==> config.mk <==
export PLATFORM = sky130hd
export DESIGN_NAME = cascade_decoder16
export DESIGN_NICKNAME = d
export VERILOG_FILES = /design/src/rtl/dec_pkg.sv /design/src/rtl/dec_gated_core.sv /design/src/rtl/dec_logic_fn.sv /design/src/rtl/cascade_decoder16.sv
export SDC_FILE = /design/constraint.sdc
export NUM_CORES = 1
export LEC_CHECK = 0
export ABC_AREA = 1
export BUFFER_PORTS_ARGS = -buffer_cell sky130_fd_sc_hd__buf_2
export CORE_AREA = 4 4 41 43
export DETAILED_ROUTE_END_ITERATION = 16
export DIE_AREA = 0 0 45 47
export GPL_TIMING_DRIVEN = 0
export MAX_ROUTING_LAYER = met4
export PLACE_DENSITY = 0.55
export SLEW_MARGIN = 20
export SYNTH_ARGS = -nofsm -noshare
export SYNTH_HDL_FRONTEND = slang
export SYNTH_HIERARCHICAL = 1
export SYNTH_SLANG_ARGS = --single-unit
export TNS_END_PERCENT = 30
==> constraint.sdc <==
create_clock -name vclk -period 1.3
set_input_delay 0.195 -clock vclk [all_inputs]
set_output_delay 0.195 -clock vclk [all_outputs]
set_load 0.005 [all_outputs]
==> src/rtl/dec_pkg.sv <==
package dec_pkg;

  typedef enum logic {
    FORM_SOP = 1'b0,
    FORM_POS = 1'b1
  } form_e;

  // True only when every enable sits at its asserting level.
  function automatic logic all_enables(input logic hi, input logic lo_a_n, input logic lo_b_n);
    return hi & ~lo_a_n & ~lo_b_n;
  endfunction

  // Level of one active-low line given the enable state and whether it is addressed.
  function automatic logic line_level(input logic enabled, input logic addressed);
    return ~(enabled & addressed);
  endfunction

endpackage

==> src/rtl/dec_gated_core.sv <==
module dec_gated_core #(
  parameter int SEL_W = 3
) (
  input  logic                  en_hi,
  input  logic                  en_lo_a_n,
  input  logic                  en_lo_b_n,
  input  logic [SEL_W-1:0]      sel,
  output logic [(1<<SEL_W)-1:0] y_n
);
  localparam int LINES = 1 << SEL_W;

  logic enabled;
  assign enabled = dec_pkg::all_enables(en_hi, en_lo_a_n, en_lo_b_n);

  for (genvar i = 0; i < LINES; i++) begin : g_line
    logic addressed;
    assign addressed = (sel == SEL_W'(i));
    assign y_n[i]    = dec_pkg::line_level(enabled, addressed);
  end

  always_comb begin
    if (enabled) begin
      p_one_low_r1: assert ($countones(~y_n) == 1)
        else $error("decoder enabled but low count is not one");
      p_index_low_r3: assert (y_n[sel] == 1'b0)
        else $error("addressed line is not the low one");
    end else begin
      p_idle_high_r2: assert (&y_n)
        else $error("decoder disabled but a line is low");
    end
  end

endmodule

==> src/rtl/dec_logic_fn.sv <==
module dec_logic_fn #(
  parameter int                   LINES = 16,
  parameter logic [LINES-1:0]     TERMS = '0,
  parameter dec_pkg::form_e       FORM  = dec_pkg::FORM_SOP
) (
  input  logic [LINES-1:0] y_n,
  output logic             f
);
  // Lines outside the term set are forced high so they do not affect the gate.
  logic [LINES-1:0] picked_n;
  assign picked_n = y_n | ~TERMS;

  if (FORM == dec_pkg::FORM_SOP) begin : g_sop
    assign f = ~&picked_n;
    always_comb begin
      if (&y_n) begin
        p_idle_sop_r7: assert (f == 1'b0)
          else $error("sum-of-products high with no line active");
      end
    end
  end else begin : g_pos
    assign f = &picked_n;
    always_comb begin
      if (&y_n) begin
        p_idle_pos_r8: assert (f == 1'b1)
          else $error("product-of-sums low with no line active");
      end
    end
  end

endmodule

==> src/rtl/cascade_decoder16.sv <==
module cascade_decoder16 #(
  parameter int                     SEL_W     = 4,
  parameter logic [(1<<SEL_W)-1:0]  SOP_TERMS = 'h0054,
  parameter logic [(1<<SEL_W)-1:0]  POS_TERMS = 'h00AB
) (
  input  logic [SEL_W-1:0]      sel,
  input  logic                  en_n,
  output logic [(1<<SEL_W)-1:0] y_n,
  output logic                  sop_f,
  output logic                  pos_f
);
  localparam int LOW_W = SEL_W - 1;
  localparam int HALF  = 1 << LOW_W;
  localparam int LINES = 1 << SEL_W;

  logic             half_bit;
  logic [LOW_W-1:0] low_sel;
  assign half_bit = sel[SEL_W-1];
  assign low_sel  = sel[LOW_W-1:0];

  for (genvar h = 0; h < 2; h++) begin : g_half
    logic hi_en, lo_a_n, lo_b_n;
    // Lower half: half bit on an active-low enable, active-high tied on.
    // Upper half: half bit on the active-high enable, spare active-low tied on.
    assign hi_en  = (h == 0) ? 1'b1     : half_bit;
    assign lo_a_n = (h == 0) ? half_bit : 1'b0;
    assign lo_b_n = en_n;

    dec_gated_core #(.SEL_W(LOW_W)) u_core (
      .en_hi     (hi_en),
      .en_lo_a_n (lo_a_n),
      .en_lo_b_n (lo_b_n),
      .sel       (low_sel),
      .y_n       (y_n[h*HALF +: HALF])
    );
  end

  dec_logic_fn #(.LINES(LINES), .TERMS(SOP_TERMS), .FORM(dec_pkg::FORM_SOP)) u_sop (
    .y_n (y_n),
    .f   (sop_f)
  );

  dec_logic_fn #(.LINES(LINES), .TERMS(POS_TERMS), .FORM(dec_pkg::FORM_POS)) u_pos (
    .y_n (y_n),
    .f   (pos_f)
  );

  always_comb begin
    if (!en_n && !half_bit) begin
      p_lower_half_r4: assert (&y_n[LINES-1:HALF] && !y_n[sel])
        else $error("lower half selection wrong");
    end
    if (!en_n && half_bit) begin
      p_upper_half_r5: assert (&y_n[HALF-1:0] && !y_n[sel])
        else $error("upper half selection wrong");
    end
    if (en_n) begin
      p_blank_all_r6: assert (&y_n)
        else $error("shared enable off but a line is low");
    end
  end

endmodule

==> metrics list <==
- Outcome: complete, no violations
- The floorplan step set the die width to 45 microns.
* Crit. End Element: output port
* Post-route antenna net violation count: 0
* Simple-gate area share of the yosys netlist: a little over four fifths
- Total setup violations reported at the end of the flow: 0
* Top cell type by total area after synthesis: sky130_fd_sc_hd__nand2_1
* Startpoint type of the worst setup path: input pin
- By area, the combinational part of the netlist is dominated by simple AND/OR/NAND/NOR gates.
- Across the VDD grid, the largest voltage drop is approximately 42 uV.
- For this configuration, the core starts out at a cell density of 18.1%.
* Die H: between 40 and 50 microns
- Switching share of power: 65.3%
- Of the total synthesized cell area, the portion taken by XOR and XNOR cells is 0%.
- Final design utilization: 28.4%
* CTS Hold Bufs: 0
* Overall power consumption: ~67 uW
- Portion of netlist area occupied by mux cells: 0%
* Hold path depth: 4
* Static Leak: 0.192 nW
- GRT Residual Overflow: 0
* 1st-iter DRT viols: 1
- STA puts the critical path data required time at 1.11 ns.
* Gr usage total: between 7 and 8%
* Synthesized area per cell: 4.06 sq um
* Slack of the critical path: 0.172 ns
* Sequential fraction of design power: 0%
- For this run, the top clock speed supported by timing is 0.886 GHz.
- The number of nets in the synthesized netlist is 63.
- Kind of path behind the tightest hold check: in -> out
- The first global-routing pass estimated 1210 microns of wire.
- Worst Setup Slack post-DPL: roughly 0.16 ns
* Resized cells post-CTS: 0
* Post-synthesis instance total: between 50 and 60
- The first detailed-routing pass ran for 2 iterations.
- Cell Area, Synth: around 240 sq um
- The slowest stage of the critical path belongs to the cell sky130_fd_sc_hd__nor2_4.
- Hold path startpoint: en_n
- Power spent charging and discharging nets: 43.7 uW
- Together, buffers and inverters on the worst path number 3.
* Pin count of the biggest net entering global routing: 11
- Period utilization: 86.8%
- Critical path, cell by cell: buf_2, inv_1, nand2_1, nor2_4, nand2_1, nand3_1, nor2_1, buf_2
* Storage element area: 0 sq um
* Number of global-route vias before repair: 307
- Antenna violations before repair: 0
- Worst path top cell family by delay: simple AND/OR/NAND/NOR gates
* Fraction of post-synthesis cell area in the top cell type by area: 43.1%
* Launch point of the critical path: sel[3]
- Vias after detailed routing: 372
- During synthesis, Yosys emitted a total of 6 warnings.
* Internal Power: ~23 uW
- In the final timing run, aggregate negative setup slack is 0 ns.
- The clock period could shrink to about 1.1 ns.
- In this run the worst path has a maximum fanout of 8.
- Final antenna diode count: 0
* WL per Instance: 7.75 microns
- The net count of the finished layout is a little under 90.
* Arithmetic-cell share of the synthesized area counting full adders, half adders and majority gates: 0%
- Max-cap violations: 0
* Clock group share of total power: 0%
* CP Data Arrival Time: 0.93 ns
- On the worst path, the slowest cell contributes a delay of 0.17 ns.
* Most common cell in the synthesized netlist: sky130_fd_sc_hd__nand2_1
- Wires add up to 744 microns.
- The count of pins over their slew limit is 0.
* Fill cell total of the finished layout: 165
- After synthesis, the netlist uses 7 different library cells.
- The floorplan has 13 rows.
* Gp weighted congestion: about 0.66
- Core Region: 1300 sq um
- The floorplan step defined a die boundary enclosing about 2100 sq um.
- Ranked by total cell area, the synthesized netlist is headed by sky130_fd_sc_hd__nand2_1 43%, sky130_fd_sc_hd__nor2_1 27%, sky130_fd_sc_hd__inv_1 9.6%.
- The critical path is of the in -> out type.
* Area growth syn-to-layout: 56.9%
- Io pins: 23
- Seq/Total Area, Yosys: 0%
* Power Density: 181 nW/um^2
* Number of cells in the design after placement: 96
- The design has 0 sequential cells.
- Once detailed placement completed, the half-perimeter wirelength came to 628 microns.
- Counting buffers and inverters, the worst setup path is 8 cells deep.
* Routed vias/inst: 3.88
* Final cell count without fillers: 96
- For this run, design rule violations remaining after detail routing come to 0.
- RSZ-0062 raised after global routing: no
- Clock buffers in the final layout number 0.
* Buffer count from post-CTS setup fixing: 0
- Combinational cell fraction of total power: 100.0%
- The commonest cells after synthesis are 27 x sky130_fd_sc_hd__nand2_1, 17 x sky130_fd_sc_hd__nor2_1, 6 x sky130_fd_sc_hd__inv_1.
* Layout cells sized above 1: between 30% and 40%
* Multi-input combinational cell area: 205 sq um
- # port buffers: 23
- Hold violation count in the final report: 0
* Compound-Gate Fraction of Synth Area: 0%
final timing paths:
path | endpoint | slack, ns
min | y_n[13] | 0.74
max | pos_f | 0.17
power by group through the flow:
stage,sequential (mW),clock [mW],combinational (mW)
after detailed placement,0,0,0.0672
after global placement,0,0,0.0660
after CTS,0,0,0.0674
after floorplan,0,0,0.0381
final,0,0,0.0668
after global routing,0,0,0.0783
placed cells by master (no fill, tap or decap):
master                    instances
sky130_fd_sc_hd__inv_1            6
sky130_fd_sc_hd__nand2_1         27
sky130_fd_sc_hd__nor2_1          17
sky130_fd_sc_hd__buf_2           23
sky130_fd_sc_hd__inv_2            2
sky130_fd_sc_hd__nor2_4           2
sky130_fd_sc_hd__conb_1           2
sky130_fd_sc_hd__nand3_1          2
routing by layer:
layer	vias up	wire (microns)	track usage (%)
met5	-	0	-
met1	146	396	11.2
met4	0	0	0
met3	0	71	0.383
met2	15	276	11.0
li1	211	-	-
layout make-up:
class | instances | share of cell area [%]
Tap cell | 15 | 5.08
Inverter | 8 | 8.14
Timing Repair Buffer | 23 | 31.2
Multi-Input combinational cell | 50 | 55.6
through the flow:
| stage | hold slack, ns | instance area, sq um |
|---|---|---|
| 2_1_floorplan | 0.469 | 235 |
| 6_report | 0.741 | 369 |
| 3_3_place_gp | 0.747 | 369 |
| 5_1_grt | 0.773 | 369 |
| 4_1_cts | 0.747 | 369 |
| 3_5_place_dp | 0.745 | 369 |
kinds of logic (layout without fill, tap and decap cells):
logic type    count (synthesis)  in the layout
other cells                   2              2
buf+inv                       8             31
simple gates                 48             48
(Power assumes the default switching activity.)
